## config.mk

```make
export PLATFORM = sky130hd
export DESIGN_NAME = segXlate
export DESIGN_NICKNAME = d
export VERILOG_FILES = /design/src/rtl/segXlatePkg.sv /design/src/rtl/segXlateCtrl.sv /design/src/rtl/segXlateDp.sv /design/src/rtl/segXlate.sv
export SDC_FILE = /design/constraint.sdc
export NUM_CORES = 1
export LEC_CHECK = 0
export BUFFER_PORTS_ARGS = -buffer_cell sky130_fd_sc_hd__clkbuf_2
export CAP_MARGIN = 20
export CORE_MARGIN = 4
export CORE_UTILIZATION = 35
export CTS_CLUSTER_DIAMETER = 100
export DETAILED_ROUTE_END_ITERATION = 16
export SLEW_MARGIN = 20
export SYNTH_ARGS = -nofsm -noshare
export SYNTH_HDL_FRONTEND = slang
export SYNTH_SLANG_ARGS = --single-unit
```

## constraint.sdc

```tcl
create_clock -name clk -period 2.8 [get_ports clk]
set_input_delay 0.28 -clock clk [delete_from_list [all_inputs] [get_ports clk]]
set_output_delay 0.28 -clock clk [all_outputs]
set_load 0.1 [all_outputs]
```

## src/rtl/segXlatePkg.sv

```systemverilog
package segXlatePkg;
  typedef enum logic [1:0] {
    ST_IDLE,
    ST_LO,
    ST_HI
  } fetchState_t;

  typedef struct packed {
    logic latchEntry;
    logic capBase;
    logic wrCache;
    logic wrReal;
    logic readHi;
  } dpStrobe_t;
endpackage

```

## src/rtl/segXlateCtrl.sv

```systemverilog
module segXlateCtrl
  import segXlatePkg::*;
(
  input  logic       clk,
  input  logic       rstN,
  input  logic       ldEn,
  input  logic       protMode,
  input  logic       selLegal,
  input  logic       memValid,
  output dpStrobe_t  strobe,
  output logic       busy,
  output logic       memReq,
  output logic       ldFault
);
  fetchState_t state;
  logic        idle;

  assign idle = (state == ST_IDLE);

  always_ff @(posedge clk or negedge rstN) begin
    if (!rstN) begin
      state   <= ST_IDLE;
      ldFault <= 1'b0;
    end else begin
      ldFault <= idle && ldEn && protMode && !selLegal;
      unique case (state)
        ST_IDLE: if (ldEn && protMode && selLegal) state <= ST_LO;
        ST_LO:   if (memValid) state <= ST_HI;
        ST_HI:   if (memValid) state <= ST_IDLE;
        default: state <= ST_IDLE;
      endcase
    end
  end

  always_comb begin
    strobe.latchEntry = idle && ldEn && protMode && selLegal;
    strobe.wrReal     = idle && ldEn && !protMode;
    strobe.capBase    = (state == ST_LO) && memValid;
    strobe.wrCache    = (state == ST_HI) && memValid;
    strobe.readHi     = (state == ST_HI);
  end

  assign busy   = !idle;
  assign memReq = !idle;
endmodule

```

## src/rtl/segXlateDp.sv

```systemverilog
module segXlateDp
  import segXlatePkg::*;
#(
  parameter int AW   = 32,
  parameter int SELW = 16,
  parameter int TLW  = 16,
  parameter int NSEG = 4,
  localparam int SEGW = $clog2(NSEG),
  localparam int CW   = ((SELW > TLW) ? SELW : TLW) + 1
) (
  input  logic            clk,
  input  logic            rstN,
  input  dpStrobe_t       strobe,
  input  logic            protMode,
  input  logic            tblWrEn,
  input  logic            tblWrSel,
  input  logic [AW-1:0]   tblWrBase,
  input  logic [TLW-1:0]  tblWrLimit,
  input  logic [SEGW-1:0] ldSeg,
  input  logic [SELW-1:0] ldSel,
  input  logic            ldTable,
  input  logic [AW-1:0]   memData,
  input  logic            accEn,
  input  logic [SEGW-1:0] accSeg,
  input  logic [AW-1:0]   accOff,
  output logic            selLegal,
  output logic [AW-1:0]   memAddr,
  output logic            physValid,
  output logic [AW-1:0]   physAddr,
  output logic            accFault
);
  logic [AW-1:0]   tblBase [2];
  logic [TLW-1:0]  tblLim  [2];
  logic [SELW-1:0] segVal  [NSEG];
  logic [AW-1:0]   cBase   [NSEG];
  logic [AW-1:0]   cLim    [NSEG];
  logic [SEGW-1:0] pendSeg;
  logic [AW-1:0]   entryAddr;
  logic [AW-1:0]   baseHold;
  logic [SELW-1:0] entryOff;
  logic [CW-1:0]   lastByte;

  assign entryOff = {ldSel[SELW-1:3], 3'b000};
  assign lastByte = CW'(entryOff) + CW'(7);
  assign selLegal = (ldSel[2:0] == 3'b000) && (lastByte <= CW'(tblLim[ldTable]));
  assign memAddr  = entryAddr + (strobe.readHi ? AW'(4) : AW'(0));

  for (genvar t = 0; t < 2; t++) begin : gTbl
    always_ff @(posedge clk or negedge rstN) begin
      if (!rstN) begin
        tblBase[t] <= '0;
        tblLim[t]  <= '0;
      end else if (tblWrEn && (tblWrSel == 1'(t))) begin
        tblBase[t] <= tblWrBase;
        tblLim[t]  <= tblWrLimit;
      end
    end
  end

  for (genvar s = 0; s < NSEG; s++) begin : gSeg
    always_ff @(posedge clk or negedge rstN) begin
      if (!rstN) begin
        segVal[s] <= '0;
        cBase[s]  <= '0;
        cLim[s]   <= '0;
      end else begin
        if (strobe.wrReal && (ldSeg == SEGW'(s))) segVal[s] <= ldSel;
        if (strobe.wrCache && (pendSeg == SEGW'(s))) begin
          cBase[s] <= baseHold;
          cLim[s]  <= memData;
        end
      end
    end
  end

  always_ff @(posedge clk or negedge rstN) begin
    if (!rstN) begin
      pendSeg   <= '0;
      entryAddr <= '0;
      baseHold  <= '0;
    end else begin
      if (strobe.latchEntry) begin
        pendSeg   <= ldSeg;
        entryAddr <= tblBase[ldTable] + AW'(entryOff);
      end
      if (strobe.capBase) baseHold <= memData;
    end
  end

  always_ff @(posedge clk or negedge rstN) begin
    if (!rstN) begin
      physValid <= 1'b0;
      physAddr  <= '0;
      accFault  <= 1'b0;
    end else begin
      physValid <= 1'b0;
      accFault  <= 1'b0;
      if (accEn) begin
        if (!protMode) begin
          physValid <= 1'b1;
          physAddr  <= AW'({segVal[accSeg], 4'b0000}) + AW'(accOff[15:0]);
        end else if (accOff > cLim[accSeg]) begin
          accFault <= 1'b1;
        end else begin
          physValid <= 1'b1;
          physAddr  <= cBase[accSeg] + accOff;
        end
      end
    end
  end
endmodule

```

## src/rtl/segXlate.sv

```systemverilog
module segXlate
  import segXlatePkg::*;
#(
  parameter int AW   = 32,
  parameter int SELW = 16,
  parameter int TLW  = 16,
  parameter int NSEG = 4,
  localparam int SEGW = $clog2(NSEG)
) (
  input  logic            clk,
  input  logic            rstN,
  input  logic            protMode,
  input  logic            tblWrEn,
  input  logic            tblWrSel,
  input  logic [AW-1:0]   tblWrBase,
  input  logic [TLW-1:0]  tblWrLimit,
  input  logic            ldEn,
  input  logic [SEGW-1:0] ldSeg,
  input  logic [SELW-1:0] ldSel,
  input  logic            ldTable,
  output logic            busy,
  output logic            ldFault,
  output logic            memReq,
  output logic [AW-1:0]   memAddr,
  input  logic            memValid,
  input  logic [AW-1:0]   memData,
  input  logic            accEn,
  input  logic [SEGW-1:0] accSeg,
  input  logic [AW-1:0]   accOff,
  output logic            physValid,
  output logic [AW-1:0]   physAddr,
  output logic            accFault
);
  dpStrobe_t strobe;
  logic      selLegal;

  segXlateCtrl uCtrl (
    .clk(clk), .rstN(rstN), .ldEn(ldEn), .protMode(protMode),
    .selLegal(selLegal), .memValid(memValid), .strobe(strobe),
    .busy(busy), .memReq(memReq), .ldFault(ldFault)
  );

  segXlateDp #(.AW(AW), .SELW(SELW), .TLW(TLW), .NSEG(NSEG)) uDp (
    .clk(clk), .rstN(rstN), .strobe(strobe), .protMode(protMode),
    .tblWrEn(tblWrEn), .tblWrSel(tblWrSel), .tblWrBase(tblWrBase),
    .tblWrLimit(tblWrLimit), .ldSeg(ldSeg), .ldSel(ldSel), .ldTable(ldTable),
    .memData(memData), .accEn(accEn), .accSeg(accSeg), .accOff(accOff),
    .selLegal(selLegal), .memAddr(memAddr), .physValid(physValid),
    .physAddr(physAddr), .accFault(accFault)
  );
endmodule

```

; After elaboration in Yosys (flattened, before gate mapping)
; Cells that the tools add are included.
[totals]
ff_bits = 519
latchBits = 0
mem_bits_rw = 0
romBits = 0
input_bits = 141
out_inout_bits = 69
word_cells = 105
mem_count = 0
[op_classes]
add_sub_neg = 5
multipliers = 0
div = 0
magnitude_cmp = 4
eq_ne = 12
n_shift = 0
n_mux = 28
n_bitwise = 3
n_reduce_logical = 29
[ops]
columns = op, n
row1 = $mux W32, 9
row2 = $bmux W32 S2, 2
row3 = $mux W16, 5
row4 = $add A32 B32 Y32, 2
row5 = $add A32 B16 Y32, 1
row6 = $bmux W16 S2, 1
row7 = $gt A32 B32 Y1, 1
row8 = $add A20 B16 Y21, 1
row9 = $logic_and A1 B1 Y1, 20
row10 = $add A16 B3 Y17 const B, 1
row11 = $le A17 B16 Y1, 1
row12 = $eq A2 B2 Y1 const B, 5
row13 = $ne A2 B2 Y1 const B, 4
row14 = $eq A2 B1 Y1 const B, 3
row15 = $logic_not A2 Y1, 3
row16 = $mux W1, 6
row17 = $mux W2, 3
row18 = $pmux W2 S3, 1
row19 = $ge A3 B3 Y1 const B, 1
row20 = $logic_not A1 Y1, 3
row21 = $logic_not A3 Y1, 1
row22 = $mux W3, 1
row23 = $not A2 Y3, 1
row24 = $reduce_and A3 Y1, 1
row25 = 4 further kinds, 4

; Depth between registers and ports, before layout
[depth]
word_depth = 9
depth_mapped = 16
ltp_nobuf = 13

; Cells and area by module
; Synthesis repeated with hierarchy kept, for this count alone.
[hier_totals]
hier_cells = 2023
area_unflattened_um2 = 26605.5
[by_module_without_submodules]
columns = mod, n_inst, cells_per_inst, area_each_um2, seq_area_each_um2
row1 = segXlateDp, 1, 2004, 26426.6, 12912.4
row2 = segXlateCtrl, 1, 19, 178.9, 75.1

; Worst setup path after synthesis
; Ideal clock, no wire load.
[synth_timing]
path_kind = input -> register
startpoint = in accSeg[0]
endpoint = reg uDp.physAddr[18]
setup_ns = 0.129
arrival_time_ns = 3.704
required_time_ns = 2.671
path_slack_ns = -1.033
cell_stages = 14
path_buffers = 3
cell_sequence = buf_2 > buf_1 > buf_2 > mux4_2 > ha_1 > fa_1 > a21oi_1 > o2111ai_1 > a31o_2 > a31oi_1 > nor2_1 > xor2_1 > mux2i_1 > o21ai_0
[synth_via]
elab_chain_cells = 7
elab_cells_between_ends = 17
cone_classes = add/sub: 2 / order compare: 1 / eq/ne: 1 / mux: 11 / bitwise: 1 / reduce/logical: 1
[synth_lines]
columns = element, line_no
row1 = "start, declared", segXlate.sv:28  ; input logic [SEGW-1:0] accSeg,
row2 = $not A2 Y3 (implied by the code) *, "segXlateDp.sv:101, segXlateDp.sv:102, segXlateDp.sv:106"
row3 = "$bmux W32 S2, on equally long branches", "segXlateDp.sv:106, segXlateDp.sv:102"
row4 = "$mux W32, on equally long branches (2 in series)", "segXlateDp.sv:106, segXlateDp.sv:102"
row5 = $add A32 B32 Y32 / $gt A32 B32 Y1 (equally long branches), "segXlateDp.sv:106, segXlateDp.sv:102"
row6 = $mux W32 / $ne A2 B2 Y1 (equally long branches), --
row7 = $mux W32 / $reduce_and A2 Y1 (equally long branches), --
row8 = "end signal, assigned", segXlateDp.sv:101  ; physAddr <= AW'({segVal[accSeg], 4'b0000}) + AW'(accOff[15:0]);
row9 = "end signal, assigned", segXlateDp.sv:106  ; physAddr <= cBase[accSeg] + accOff;
row10 = "end, declared", segXlateDp.sv:29  ; output logic [AW-1:0] physAddr,
; Mark *: on every way between the ends. The rest lies on a longest branch, timed or not. The select of a mux whose other input is x is not followed.
; A chain may end at the register's enable or synchronous reset.

; Worst setup path in the final report
[layout_timing]
startpoint = reg uCtrl.state[1]
endpoint = out memAddr[20]
[layout_via]
elab_chain_cells = 3
[layout_lines]
columns = element, line_no
row1 = "start, declared", segXlateCtrl.sv:15  ; fetchState_t state;
row2 = "start signal, assigned", segXlateCtrl.sv:22  ; state <= ST_IDLE;
row3 = "start signal, assigned", segXlateCtrl.sv:27  ; ST_IDLE: if (ldEn && protMode && selLegal) state <= ST_LO;
row4 = "start signal, assigned", segXlateCtrl.sv:28  ; ST_LO: if (memValid) state <= ST_HI;
row5 = $eq A2 B2 Y1, segXlateCtrl.sv:40  ; strobe.readHi = (state == ST_HI);
row6 = $mux W3, segXlateDp.sv:46  ; assign memAddr = entryAddr + (strobe.readHi ? AW'(4) : AW'(0));
row7 = $add A32 B32 Y32, segXlateDp.sv:46
row8 = "end, declared", segXlate.sv:24  ; output logic [AW-1:0] memAddr,
; Every way passes these cells.

==> out/metrics.csv <==
metric,value,unit
nFillCells,6588,
cts-root-buf,clkbuf_16,
synthCells,2074,
boundaryPins,210,
nets,2847,
critPathRequiredTime,2.52,ns
fp-row-count,100,
grt_use_met1,24.13,%
htree_num_levels,2,
dpl.hpwl,52.79,mm
ys_warn_count,0,
met3_usage,3.424,%
grt_max_degree,84,
final_cells,3618,
vias_per_cell,5.187,
status,finished with violations,
dpl-instance-area,31240,um2
cts_tree,built,
register_area,12990,um2
port_buffers,209,
violations,negative setup slack,
clockBufferDepth,3,
drive_above_1_share,48.09,%
gp_congestion,0.8932,
crit_end,memAddr[20],
grt_pass1_wl,114.7,mm
final.setup.worst_slack,-0.3955,ns
ir_drop,0.9381,mV
slowest_stage,dfrtp_1,
crit_chain,nor2b_4 > buf_6 > ha_4 > ha_4 > and3_4 > nand4_1 > buf_6 > buf_4 > buf_8 > nand2b_4 > xnor2_2 > buf_12,
drv_cap,0,
dr_total_vias,18768,
setup.worst_path.start_class,flop,
multi_input_area,13870,um2
fmaxAchievable,312.9,MHz
fin_setup_tns,-14.64,ns
min_period_over_period,114.1,%
reg2regPathDepth,13,
grt_use_total,17.86,%
min_path_type,input port to flop,
wire_per_inst,20.07,um
start_util,35.44,%
slowest_delay,0.37,ns
die-area,80230,um2
die-height,283.3,um
grt-busiest-layer,met2,
clock_sinks,519,
crit_fanout,5,
worst_pin_slew,0.9060,ns
worst_setup_path_end_kind,primary output,
avgSynthCellArea,12.79,um2
skew,0.04720,ns
yosysSeqAreaShare,48.98,%
final_area,35090,um2
drv_slew,0,
finalHoldViolCount,0,
drtIter0Drc,783,
async_flop_share,100.0,%
synth_cell_types,66,
first_global_vias,20251,
synth_area,26520,um2
critPathLaunch,uCtrl.state[1]$_DFFE_PN0P_,
core,74820,um2
clkSlewWorstSetupHoldPaths,0.06,ns
drc_errors,0,
ys_ff_latch,519,
numPlacedInstances,3395,
synth_ff_type,dfrtp_1,
wl,72.61,mm
clock_latency,0.64,ns
syn-num-nets,2321,
ant_nets,0,
p_per_area,785.6,nW/um2
arrival,2.92,ns
grt_overflow,0,
antenna_found_initial,7,
reg2reg_slack,-0.35,ns
met2_usage,29.74,%
synthToLayoutAreaGrowth,32.32,%
timing.rr.start,uDp.cLim[27]$_DFFE_PN0P_,
relSlewSlack,39.60,%
rsz0062_at_grt,true,
synth_edf_count,0,
final-setup-viol-count,53,
cts_made_buffers,58,
first_pass_iters,7,
fin_crit,3.195,ns
worstSetupPathType,flop to primary output,
r2r_end,uDp.physAddr[19]$_DFFE_PN0P_,
leakagePower,16.47,nW
die_x,283.3,um
## how the worst min path moves through the flow
stage,cells past startpoint,slack [ns],from,to
floorplan,0,-0.02,rstN,uCtrl.ldFault$_DFF_PN0_
global placement,1,0.37,rstN,uDp.physAddr[27]$_DFFE_PN0P_
detailed placement,1,0.38,rstN,uDp.physAddr[27]$_DFFE_PN0P_
CTS,2,0.01,ldSel[6],uDp.segVal[6]$_DFFE_PN0P_
global route,2,0.04,ldSel[6],uDp.segVal[6]$_DFFE_PN0P_
finish,2,0.06,ldSel[6],uDp.segVal[6]$_DFFE_PN0P_
## layout make-up
type                    instances  area share [%]
diodes                          4         0.02853
well taps                     969           3.455
repair buffers                565           13.52
multi-input cells            1396           39.53
clock buffers                  82           4.679
flip-flops and latches        519           37.02
clock inverters                23           1.102
inverters                      60          0.6633
## placed cells by master, fill, tap and decap left out, drive strengths merged, types with 4 or more instances in the layout
cell type    instances
dfrtp              519
mux2               466
buf                295
clkbuf             263
nand2              130
ha                 103
dlygate4sd3         89
o21ai               89
a21oi               85
mux4                80
nor2                66
inv                 61
xnor2               54
xor2                41
nand3               40
mux2i               31
a21o                28
nand4               23
o211ai              18
and3                16
clkinv              14
nor3                13
a31oi               11
a211oi              11
nor2b               10
nand2b               9
o21a                 8
bufinv               8
o31ai                6
or2                  5
or3                  5
or4                  5
diode                4
a221oi               4
nand3b               4
## where the power goes
| part | total, mW | leakage (nW) | internal, mW | switching, mW |
|---|---|---|---|---|
| clock | 8.01 | 0.996 | 4.83 | 3.18 |
| sequential | 10.2 | 6.71 | 8.99 | 1.18 |
| combinational | 9.39 | 8.77 | 3.97 | 5.42 |
| total | 27.6 | 16.5 | 17.8 | 9.78 |
## worst max-delay path, delay by kind of cell, from the launching register on
family        cells  cell delay (ns)
flops             1             0.37
xor+xnor          1             0.26
buf+inv           5             0.77
simple gates      4             0.60
fa+ha+maj         2             0.28
## through the flow
stage	power [mW]	hold WS (ns)	setup slack (ns)	utilization [%]
after floorplan	16.11	-0.01559	-0.4263	-
after global placement	18.85	0.3718	-0.8424	41.75
after detailed placement	19.14	0.3801	-0.9177	41.75
after CTS	27.65	0.01487	-0.4255	46.54
after global routing	28.90	0.03900	-0.5335	46.88
final	27.56	0.06111	-0.3955	46.89
## cells by family (layout without fill, tap and decap cells)
| group | Yosys count | after routing | synth area share [%] |
|---|---|---|---|
| other cells | 0 | 4 | 0 |
| fa+ha+maj | 106 | 106 | 5.086 |
| mux | 577 | 577 | 27.75 |
| buf+inv | 160 | 730 | 2.538 |
| simple gates | 336 | 337 | 6.030 |
| xor+xnor | 95 | 95 | 3.138 |
| compound gates | 281 | 281 | 6.478 |
| flops | 519 | 519 | 48.98 |
## registers in the layout (all words and copies together), names as in the netlist
| name | count |
|---|---|
| uCtrl.ldFault | 1 |
| uDp.cBase | 128 |
| uDp.pendSeg | 2 |
| uDp.physAddr | 32 |
| uDp.tblBase | 64 |
| uDp.cLim | 128 |
| uDp.tblLim | 32 |
| uCtrl.state | 2 |
| uDp.physValid | 1 |
| uDp.baseHold | 32 |
| uDp.segVal | 64 |
| uDp.entryAddr | 32 |
| uDp.accFault | 1 |
## cells in the mapped netlist (3+ instances only)
cell        n  share of area [%]
clkbuf_1   50               0.71
ha_1      103                4.9
or2_2       4              0.094
o21bai_1    3              0.085
o21ai_0    86                1.6
buf_6       3               0.13
nand3_1    40               0.75
fa_1        3               0.23
buf_4       4               0.11
xnor2_1    54                1.8
a21oi_1    85                1.6
dfrtp_1   519                 49
a211oi_1   11               0.31
nand4_1    23               0.54
buf_2      28               0.53
nor2b_1     9               0.21
a31oi_1    11               0.26
a221oi_1    4               0.13
and3_1     16               0.38
buf_1      15               0.21
o211ai_1   16               0.45
o21ai_1     3              0.057
o21a_1      8               0.23
inv_1      58               0.82
nor3_1     11               0.21
nand2b_1    9               0.21
xor2_1     41                1.4
mux4_2     80                6.8
a21o_1     28               0.79
mux2i_1    31                1.2
and4_1      3              0.099
or3_1       5               0.12
o31ai_1     6               0.17
or4_1       4               0.11
mux2_2    466                 20
nor2_1     66               0.93
nand2_1   130                1.8
## timing repair
action	4_1_cts	5_1_grt
gates cloned	6	0
pin swaps	53	28
setup buffers	18	13
setup endpoints to repair	62	63
hold endpoints to repair	341	0
hold buffers	89	0
resized for setup	105	67
## layer usage
| layer | wire length, um | up-vias | share of wire, % |
|---|---|---|---|
| li1 | - | 8638 | - |
| met1 | 32320 | 9562 | 45 |
| met2 | 34630 | 456 | 48 |
| met3 | 4008 | 106 | 5.5 |
| met4 | 1611 | 6 | 2.2 |
| met5 | 35 | - | 0.048 |
Power figures use the tool's default switching activity.
